**config.mk**
```make
export PLATFORM = sky130hd
export DESIGN_NAME = txd_page_builder
export DESIGN_NICKNAME = d
export VERILOG_FILES = /design/src/rtl/txd_pkg.sv /design/src/rtl/txd_page_seg.sv /design/src/rtl/txd_ctrl_pack.sv /design/src/rtl/txd_ring_idx.sv /design/src/rtl/txd_page_builder.sv
export SDC_FILE = /design/constraint.sdc
export NUM_CORES = 1
export LEC_CHECK = 0
export ABC_AREA = 1
export CAP_MARGIN = 20
export CORE_ASPECT_RATIO = 1.2
export CORE_MARGIN = 2
export CORE_UTILIZATION = 56
export CTS_CLUSTER_DIAMETER = 80
export CTS_CLUSTER_SIZE = 30
export DETAILED_ROUTE_END_ITERATION = 7
export PLACE_DENSITY = 0.92
export SYNTH_ARGS = -nofsm -noshare
export SYNTH_HDL_FRONTEND = slang
export SYNTH_SLANG_ARGS = --single-unit
```
**constraint.sdc**
```tcl
create_clock -name clk_i -period 4.9 [get_ports clk_i]
set_input_delay 0.49 -clock clk_i [delete_from_list [all_inputs] [get_ports clk_i]]
set_output_delay 0.49 -clock clk_i [all_outputs]
set_load 0.005 [all_outputs]
```
**src/rtl/txd_pkg.sv**
```systemverilog
package txd_pkg;
  localparam int CTRL_SOF = 31;
  localparam int CTRL_EOF = 30;
  localparam int CTRL_IOC = 29;
  localparam int CTRL_EOT = 28;
  localparam int CTRL_CNT_W = 16;

  typedef enum logic [1:0] {
    ST_RUN,
    ST_DROP,
    ST_FIX,
    ST_COMMIT
  } bld_state_e;
endpackage

```
**src/rtl/txd_page_seg.sv**
```systemverilog
module txd_page_seg #(
  parameter int PAGE_BITS = 12,
  parameter int LW        = 16
) (
  input  logic [PAGE_BITS-1:0] addr_lo_i,
  input  logic [LW-1:0]        rem_i,
  output logic [LW-1:0]        seg_len_o,
  output logic                 seg_fin_o
);
  localparam int SPW = PAGE_BITS + 1;
  localparam logic [SPW-1:0] PAGE = SPW'(1) << PAGE_BITS;

  logic [SPW-1:0] space;
  logic [LW-1:0]  space_ext;

  assign space     = PAGE - SPW'(addr_lo_i);
  assign space_ext = LW'(space);
  assign seg_fin_o = rem_i <= space_ext;
  assign seg_len_o = seg_fin_o ? rem_i : space_ext;
endmodule

```
**src/rtl/txd_ctrl_pack.sv**
```systemverilog
module txd_ctrl_pack #(
  parameter int LW = 16
) (
  input  logic [LW-1:0] len_i,
  input  logic          sof_i,
  input  logic          eof_i,
  input  logic          eot_i,
  output logic [31:0]   ctrl_o
);
  import txd_pkg::*;
  always_comb begin
    ctrl_o = '0;
    ctrl_o[CTRL_CNT_W-1:0] = CTRL_CNT_W'(len_i);
    ctrl_o[CTRL_SOF] = sof_i;
    ctrl_o[CTRL_EOF] = eof_i;
    ctrl_o[CTRL_IOC] = eof_i;
    ctrl_o[CTRL_EOT] = eot_i;
  end
endmodule

```
**src/rtl/txd_ring_idx.sv**
```systemverilog
module txd_ring_idx #(
  parameter int RING_N = 8,
  parameter int CNT_W  = 8,
  localparam int IW    = $clog2(RING_N)
) (
  input  logic          clk_i,
  input  logic          rst_ni,
  input  logic [IW-1:0] cons_i,
  input  logic          adv_i,
  input  logic          abort_i,
  input  logic          commit_i,
  output logic [IW-1:0] wr_o,
  output logic          full_o,
  output logic [IW-1:0] free_o,
  output logic [CNT_W-1:0] nobuf_o
);
  logic [IW-1:0]    prod_q, wr_q, free_q;
  logic [CNT_W-1:0] nobuf_q;

  assign full_o  = (wr_q + IW'(1)) == cons_i;
  assign wr_o    = wr_q;
  assign free_o  = free_q;
  assign nobuf_o = nobuf_q;

  always_ff @(posedge clk_i or negedge rst_ni) begin
    if (!rst_ni) begin
      prod_q  <= '0;
      wr_q    <= '0;
      free_q  <= IW'(RING_N - 1);
      nobuf_q <= '0;
    end else begin
      if (abort_i) begin
        wr_q    <= prod_q;
        free_q  <= '0;
        nobuf_q <= nobuf_q + CNT_W'(1);
      end else if (adv_i) begin
        wr_q <= wr_q + IW'(1);
      end
      if (commit_i) begin
        prod_q <= wr_q;
        free_q <= IW'(RING_N - 1) - (wr_q - cons_i);
      end
    end
  end

  a_r6_free_zero: assert property (@(posedge clk_i) disable iff (!rst_ni)
    abort_i |=> free_q == '0);
  a_r7_prod_hold: assert property (@(posedge clk_i) disable iff (!rst_ni)
    abort_i |=> prod_q == $past(prod_q));
  a_r7_wr_back: assert property (@(posedge clk_i) disable iff (!rst_ni)
    abort_i |=> wr_q == $past(prod_q));
endmodule

```
**src/rtl/txd_page_builder.sv**
```systemverilog
module txd_page_builder #(
  parameter int          RING_N     = 8,
  parameter int          AW         = 32,
  parameter int          LW         = 16,
  parameter int          PAGE_BITS  = 12,
  parameter int          DESC_BYTES = 8,
  parameter int          CNT_W      = 8,
  parameter logic [31:0] DATA_OFS   = 32'h8000_0000,
  localparam int IW = $clog2(RING_N),
  localparam int DB = $clog2(DESC_BYTES),
  localparam int TW = IW + DB
) (
  input  logic             clk_i,
  input  logic             rst_ni,
  input  logic             frag_valid_i,
  output logic             frag_ready_o,
  input  logic [AW-1:0]    frag_addr_i,
  input  logic [LW-1:0]    frag_len_i,
  input  logic             frag_last_i,
  input  logic [IW-1:0]    cons_idx_i,
  output logic             desc_we_o,
  output logic [IW-1:0]    desc_idx_o,
  output logic [31:0]      desc_ctrl_o,
  output logic [AW-1:0]    desc_addr_o,
  output logic             tail_we_o,
  output logic [TW-1:0]    tail_ptr_o,
  output logic [IW-1:0]    free_cnt_o,
  output logic [CNT_W-1:0] nobuf_cnt_o
);
  import txd_pkg::*;

  bld_state_e    st_q;
  logic          busy_q, last_q, first_q, sof_q, any_q;
  logic [AW-1:0] addr_q, laddr_q;
  logic [LW-1:0] rem_q;
  logic [31:0]   lctrl_q;
  logic [IW-1:0] lidx_q;

  logic          dwe_q, twe_q;
  logic [IW-1:0] didx_q;
  logic [31:0]   dctrl_q;
  logic [AW-1:0] daddr_q;
  logic [TW-1:0] tptr_q;

  logic          accept, seg_go, wr_go, abort, commit, full, seg_fin;
  logic [LW-1:0] seg_len;
  logic [IW-1:0] wr_idx;
  logic [31:0]   ctrl;

  assign frag_ready_o = (st_q == ST_RUN && !busy_q) || st_q == ST_DROP;
  assign accept = frag_valid_i && frag_ready_o;
  assign seg_go = st_q == ST_RUN && busy_q;
  assign wr_go  = seg_go && !full;
  assign abort  = seg_go && full;
  assign commit = st_q == ST_COMMIT;

  txd_page_seg #(.PAGE_BITS(PAGE_BITS), .LW(LW)) u_seg (
    .addr_lo_i (addr_q[PAGE_BITS-1:0]),
    .rem_i     (rem_q),
    .seg_len_o (seg_len),
    .seg_fin_o (seg_fin)
  );

  txd_ctrl_pack #(.LW(LW)) u_pack (
    .len_i  (seg_len),
    .sof_i  (sof_q),
    .eof_i  (last_q && seg_fin),
    .eot_i  (wr_idx == IW'(RING_N - 1)),
    .ctrl_o (ctrl)
  );

  txd_ring_idx #(.RING_N(RING_N), .CNT_W(CNT_W)) u_ring (
    .clk_i    (clk_i),
    .rst_ni   (rst_ni),
    .cons_i   (cons_idx_i),
    .adv_i    (wr_go),
    .abort_i  (abort),
    .commit_i (commit),
    .wr_o     (wr_idx),
    .full_o   (full),
    .free_o   (free_cnt_o),
    .nobuf_o  (nobuf_cnt_o)
  );

  always_ff @(posedge clk_i or negedge rst_ni) begin
    if (!rst_ni) begin
      st_q    <= ST_RUN;
      busy_q  <= 1'b0;
      last_q  <= 1'b0;
      first_q <= 1'b1;
      sof_q   <= 1'b0;
      any_q   <= 1'b0;
      addr_q  <= '0;
      rem_q   <= '0;
      laddr_q <= '0;
      lctrl_q <= '0;
      lidx_q  <= '0;
      dwe_q   <= 1'b0;
      didx_q  <= '0;
      dctrl_q <= '0;
      daddr_q <= '0;
      twe_q   <= 1'b0;
      tptr_q  <= '0;
    end else begin
      dwe_q <= 1'b0;
      twe_q <= 1'b0;
      unique case (st_q)
        ST_RUN: begin
          if (accept) begin
            first_q <= 1'b0;
            sof_q   <= first_q && (frag_len_i != '0);
            if (frag_len_i == '0) begin
              if (frag_last_i) begin
                if (any_q) st_q <= ST_FIX;
                else first_q <= 1'b1;  // empty frame: nothing to publish
              end
            end else begin
              busy_q <= 1'b1;
              last_q <= frag_last_i;
              addr_q <= frag_addr_i;
              rem_q  <= frag_len_i;
            end
          end
          if (wr_go) begin
            dwe_q   <= 1'b1;
            didx_q  <= wr_idx;
            dctrl_q <= ctrl;
            daddr_q <= addr_q + DATA_OFS[AW-1:0];
            lidx_q  <= wr_idx;
            lctrl_q <= ctrl;
            laddr_q <= addr_q + DATA_OFS[AW-1:0];
            sof_q   <= 1'b0;
            any_q   <= 1'b1;
            addr_q  <= addr_q + AW'(seg_len);
            rem_q   <= rem_q - seg_len;
            if (seg_fin) begin
              busy_q <= 1'b0;
              if (last_q) st_q <= ST_COMMIT;
            end
          end
          if (abort) begin
            busy_q <= 1'b0;
            any_q  <= 1'b0;
            if (last_q) first_q <= 1'b1;
            else        st_q    <= ST_DROP;
          end
        end
        ST_DROP: begin
          if (accept && frag_last_i) begin
            st_q    <= ST_RUN;
            first_q <= 1'b1;
            any_q   <= 1'b0;
          end
        end
        ST_FIX: begin
          dwe_q   <= 1'b1;
          didx_q  <= lidx_q;
          dctrl_q <= lctrl_q | (32'd1 << CTRL_EOF) | (32'd1 << CTRL_IOC);
          daddr_q <= laddr_q;
          st_q    <= ST_COMMIT;
        end
        ST_COMMIT: begin
          twe_q   <= 1'b1;
          tptr_q  <= {wr_idx, {DB{1'b0}}};
          st_q    <= ST_RUN;
          first_q <= 1'b1;
          any_q   <= 1'b0;
        end
        default: st_q <= ST_RUN;
      endcase
    end
  end

  assign desc_we_o   = dwe_q;
  assign desc_idx_o  = didx_q;
  assign desc_ctrl_o = dctrl_q;
  assign desc_addr_o = daddr_q;
  assign tail_we_o   = twe_q;
  assign tail_ptr_o  = tptr_q;

  logic [PAGE_BITS-1:0] chk_off;
  logic [LW:0]          chk_span;
  assign chk_off  = desc_addr_o[PAGE_BITS-1:0] - DATA_OFS[PAGE_BITS-1:0];
  assign chk_span = (LW+1)'(chk_off) + (LW+1)'(desc_ctrl_o[CTRL_CNT_W-1:0]);

  a_r1_in_page: assert property (@(posedge clk_i) disable iff (!rst_ni)
    desc_we_o |-> chk_span <= ((LW+1)'(1) << PAGE_BITS));
  a_r4_eof_ioc: assert property (@(posedge clk_i) disable iff (!rst_ni)
    desc_we_o |-> desc_ctrl_o[CTRL_EOF] == desc_ctrl_o[CTRL_IOC]);
  a_r5_eot_idx: assert property (@(posedge clk_i) disable iff (!rst_ni)
    desc_we_o |-> desc_ctrl_o[CTRL_EOT] == (desc_idx_o == IW'(RING_N - 1)));
  a_r11_strobe_excl: assert property (@(posedge clk_i) disable iff (!rst_ni)
    !(desc_we_o && tail_we_o));
  a_r6_no_tail_on_abort: assert property (@(posedge clk_i) disable iff (!rst_ni)
    abort |=> !tail_we_o);
endmodule

```
### After elaboration in Yosys (flattened, before gate mapping)

Index checks and enable logic that the tools add are counted.

| storage, ports and cells | value |
|---|---|
| word-level logic and storage cells | 115 |
| input port bits | 55 |
| flip-flop bits (word level) | 196 |
| output and inout port bits | 87 |

| operators by class | value |
|---|---|
| add/subtract/negate cells | 8 |
| multiplexer cells | 50 |
| order comparisons | 1 |
| equal/unequal tests | 9 |
| reduce and logical (&&, ||, !) cells | 26 |
| bitwise logic cells | 1 |

Operators by type and width:

| cell | number |
|---|---|
| two-way mux 32 bit | 5 |
| one-hot mux 32 bit (2 select lines) | 2 |
| two-way mux 16 bit | 4 |
| adder 32 x 16 -> 32 bit | 1 |
| adder 32 bit, second input constant | 1 |
| two-way mux 2 bit | 10 |
| two-way mux 1 bit | 19 |
| <= comparator 16 x 13 -> 1 bit | 1 |
| logical NOT 16 bit | 1 |
| nonzero test 16 bit | 1 |
| subtractor 16 bit | 1 |
| two-way mux 3 bit | 5 |
| subtractor 13 x 12 -> 13 bit, first input constant | 1 |
| AND reduction 3 bit | 3 |
| adder 8 x 1 -> 8 bit, second input constant | 1 |
| logical AND 1 bit | 8 |
| one-hot mux 2 bit (4 select lines) | 1 |
| AND reduction 2 bit | 4 |
| nonzero test 2 bit | 4 |
| != test 2 x 1 -> 1 bit, second input constant | 3 |
| one-hot mux 1 bit (3 select lines) | 2 |
| one-hot mux 3 bit (2 select lines) | 1 |
| equality test 2 bit, second input constant | 2 |
| adder 3 x 1 -> 3 bit, second input constant | 1 |
| 12 further kinds | 13 |

### Longest topological paths before layout

| logic depth | value |
|---|---|
| depth in word-level cells | 11 |
| depth in mapped cells | 33 |

### Hierarchy

Synthesis repeated with hierarchy kept, for this count alone.

| second synthesis, totals | value |
|---|---|
| cell total of the unflattened synthesis | 1702 |
| area, all modules | 12513.3 um^2 |

Modules (own cells, without submodules):

| module | times used | area an instance (um^2) | cells each | sequential area each (um^2) |
|---|---|---|---|---|
| txd_page_builder | 1 | 10476.3 | 1396 | 4805.9 |
| txd_ring_idx | 1 | 923.4 | 112 | 429.2 |
| txd_page_seg | 1 | 869.6 | 161 | 0.0 |
| txd_ctrl_pack | 1 | 244.0 | 33 | 0.0 |

### Worst setup path after synthesis

Ideal clock, no wire load.

| path | value |
|---|---|
| kind | reg2reg |
| from | register addr_q[1] |
| to | register addr_q[30] |
| arrival time | 3.932 ns |
| setup time | 0.113 ns |
| cell stages (with the launch flop) | 30 |
| clock period less this slack | 4.045 ns |
| setup slack | 0.855 ns |
| data required time | 4.787 ns |
| cell sequence | dfrtp_1 > inv_1 > ha_1 > nand3_1 > nor2_1 > nand2_1 > nor2_1 > xor2_1 > ha_1 > nand4_1 > nor2_1 > nand2_1 > nand2_1 > nand2_1 > buf_2 > o21ai_0 > inv_1 > fa_1 > inv_1 > nand3_1 > nand2_1 > nand2_1 > nand2_1 > nand3b_1 > nand3_1 > nand2_1 > nand2_1 > nand3_1 > nand2_1 > inv_1 |

| on the way | value |
|---|---|
| longest elaborated chain between the ends | 5 |

Ends and longest elaborated chain:

| item | line | source |
|---|---|---|
| start, declared | txd_page_builder.sv:34 | `logic [AW-1:0] addr_q, laddr_q;` |
| start signal, assigned | txd_page_builder.sv:120 | `addr_q <= frag_addr_i;` |
| start signal, assigned | txd_page_builder.sv:134 | `addr_q <= addr_q + AW'(seg_len);` |
| subtractor 13 x 12 -> 13 bit * | txd_page_seg.sv:16 | `assign space = PAGE - SPW'(addr_lo_i);` |
| <= comparator 16 x 13 -> 1 bit | txd_page_seg.sv:18 | `assign seg_fin_o = rem_i <= space_ext;` |
| two-way mux 16 bit * | txd_page_seg.sv:19 | `assign seg_len_o = seg_fin_o ? rem_i : space_ext;` |
| net ctrl[1] | txd_page_builder.sv:48 | `logic [31:0] ctrl;` |
| adder 32 x 16 -> 32 bit * | txd_page_builder.sv:134 |  |
| two-way mux 32 bit * | txd_page_builder.sv:124 | `if (wr_go) begin` |

The timed path passes the listed nets; every way through them passes the cells marked *.
A chain may end at the register's enable or synchronous reset.

### Worst setup path after layout

| path | value |
|---|---|
| from | register addr_q[0] |
| to | register addr_q[15] |

Same word-level chain as after synthesis.

==> summary.md <==
| Metric | Value |
|---|---|
| Status | completed |
| Max incr delay on CP | 620 ps |
| DP Wirelength | 21,710 um |
| Fin crit share | 0.9234 |
| Clock Latency Late Sink | 450 ps |
| TritonCTS clock tree | built |
| Clock slew at reported path FFs | 70 ps |
| Area growth, synth to finish | 19.42% |
| Height of the die | 156.0 um |
| Routed len/inst | 16.36 um |
| Via count of the first global-routing pass | 9,862 |
| CTS buffer count | 17 |
| CP Launch Type | flop |
| Final Setup Violations | 0 |
| Synth top area share | 0.4110 |
| Max-slew violations | 0 |
| Post-layout nets | 1,700 |
| Crit-path max FO | 16 |
| Arrival time worst endpoint | 4850 ps |
| Area contributors post-synth | dfrtp_1, nand2_1, ha_1 |
| Post-detailed-route count of antenna-violating nets | 0 |
| First-pass GRT wire length | 48,720 um |
| CTS Buffer Depth | 2 |
| Critical path's slowest cell | o21ai_0 |
| Inserted Diodes | 0 |
| WP data required | 5230 ps |
| Yosys top cell by area | dfrtp_1 |
| Root buffer cell | clkbuf_16 |
| Number of synthesized flops with an enable pin | 0 |
| Total wire length | 30,470 um |
| Gr usage total | 0.3069 |
| Layout cells sized above 1 | 0.05165 |
| Fmax achieved | 221.0 MHz |
| Row count | 55 |
| Vias | 10,270 |
| Initial Utilization | 0.5715 |
| IO Count | 142 |
| Die W | 130.6 um |
| First drt pass iteration count | 5 |
| Port bufs | 126 |
| Cells after Synth | 1,480 |
| Htree depth | 4 |
| Final min period | 4525 ps |
| Synth warn | 0 |
| Post-route DRC | 0 |
| Setup Skew | 12.04 ps |
| Final hold vios | 0 |
| Overflow after GRT | 0 |
| Hold Crit Class | input pin to async pin |
| Die ar. | 20,370 sq um |
| Asr flop ratio synth | 1.000 |
| Sequential area share after synthesis | 0.4208 |
| Initial drt markers | 1,037 |
| Core box area | 18,860 sq um |
| Vias per Instance | 5.514 |
| Initial antenna violation count | 0 |
| Yosys cell types | 41 |
| Gpl congestion | 0.9658 |
| Crit path kind | flop to flop |
| Measured slew at the worst slew-check pin | 1005 ps |
| Most used cell, CP | nand2_1 |
| Syn Area/Cell | 7.281 sq um |
| Largest net degree at the start of global routing | 106 |
| Crit end category | flop |
| Final core utilization | 0.6825 |
| FF+latch count, synth | 181 |
| CTS Sinks | 181 |
| Ys flop type | dfrtp_1 |
| Synth Cell Area | 10,780 sq um |
| Relative slew slack | 0.3298 |
| Max-capacitance violation count | 0 |
| RSZ-0062 raised after global routing | false |
==> kinds of logic after synthesis <==
kind of cell    count (synthesis)  share of synthesized area
simple gates                  799                     0.3040
buf+inv                       223                    0.08952
compound gates                193                    0.09811
flops                         181                     0.4208
fa+ha+maj                      51                    0.06130
xor+xnor                       32                    0.02601
other cells                     1                  0.0003480
==> state kept, by name (all words and copies together), names as in the netlist, 2 cells and up <==
signal / count
addr_q: 32
desc_addr_o: 32
desc_ctrl_o: 19
desc_idx_o: 3
laddr_q: 32
lctrl_q: 18
lidx_q: 3
rem_q: 16
st_q: 2
u_ring.free_o: 3
u_ring.nobuf_o: 8
u_ring.prod_q: 3
u_ring.wr_o: 3
==> through the flow <==
step | cell area [sq um] | worst slack [ps] | setup TNS [ps] | hold slack [ps] | std cells
final | 12870 | 375.3 | 0 | 120.9 | 1863
after detailed placement | 12200 | -25.35 | -40.62 | 456.5 | 1831
after global placement | 12200 | 89.63 | 0 | 455.6 | 1831
after CTS | 12820 | 25.70 | 0 | 160.3 | 1863
after floorplan | 10840 | 855.3 | 0 | 194.4 | 1497
after global routing | 12870 | 18.58 | 0 | 175.4 | 1863
==> layer usage <==
layer,vias to the layer above,part of all wire,GRT usage,wire length (um)
met5,-,0,0,0
met4,0,0.051,0.1712,1555
li1,4937,-,-,-
met2,426,0.48,0.4978,14570
met1,4819,0.41,0.3986,12590
met3,90,0.058,0.03567,1756
==> cell usage in the layout (no fill, tap or decap), types with 3 or more instances in the layout <==
cell,instances
nand2_1,506
dfrtp_1,177
inv_1,157
clkdlybuf4s50_1,125
nand3_1,116
nor2_1,114
o21ai_0,81
a21oi_1,53
ha_1,47
nand4_1,22
o21ai_1,22
xor2_1,18
conb_1,18
clkbuf_16,17
xnor2_1,14
buf_4,13
nor3_1,12
o211ai_1,11
or2_2,7
inv_6,6
nand2_2,5
nor4_1,4
inv_2,4
a211oi_1,4
dfstp_2,4
a21o_1,3
o21ai_2,3
nor2_4,3
and2_1,3
fa_1,3
bufinv_16,3
==> worst max-delay path, delay by kind of cell, from the launching register on <==
kind                     cells  cell delay [ps]
XOR/XNOR                     1              110
AND/OR/NAND/NOR             19             2140
flip-flops                   1              410
AO/OA/AOI/OAI                1              620
buffers and inverters        2              210
adder cells (fa/ha/maj)      3              900
==> synth_stat cells, drive strengths merged, types with 2 or more instances <==
cell,n
a211oi,4
a21o,3
a21oi,55
a31o,2
a31oi,2
and2,3
buf,54
clkbuf,8
dfrtp,177
dfstp,4
fa,3
ha,48
inv,161
nand2,513
nand3,117
nand4,22
nor2,119
nor3,13
nor4,4
o211ai,11
o21a,2
o21ai,106
o21bai,2
o22ai,2
or2,7
xnor2,14
xor2,18
==> area by class of cell <==
type                            instances  area [sq um]
Multi-Input combinational cell       1093          5404
Clock inverter                         13         183.9
Fill cell                            1604          5986
Timing Repair Buffer                  140          1380
Clock buffer                           19         442.9
Sequential cell                       181          4534
Tap cell                              256         320.3
Inverter                              161         604.3
==> worst paths after layout <==
path / startpoint / to / slack (ps) / depth (start not counted)
min in group clk_i: u_ring.nobuf_o[7] / u_ring.nobuf_o[7] / 460 / 1
worst max-delay path: addr_q[0] / addr_q[15] / 380 / 26
max in group asynchronous: rst_ni / u_ring.free_o[1] / 3780 / 2
worst min register to register: u_ring.nobuf_o[7] / u_ring.nobuf_o[7] / 460 / 1
worst max register to register: addr_q[0] / addr_q[15] / 380 / 26
worst min-delay path: rst_ni / addr_q[12] / 120 / 1
==> what timing repair did <==
action                     in CTS  in global routing
setup endpoints to repair       8                 38
pin swaps                       0                  1
cloned                          0                  0
hold buffers                    0                  0
setup buffers                   0                  0
resized for setup               3                 16
Power is not shown: default switching activity piles up to over one toggle a cycle in this logic, so the estimate is an artifact.
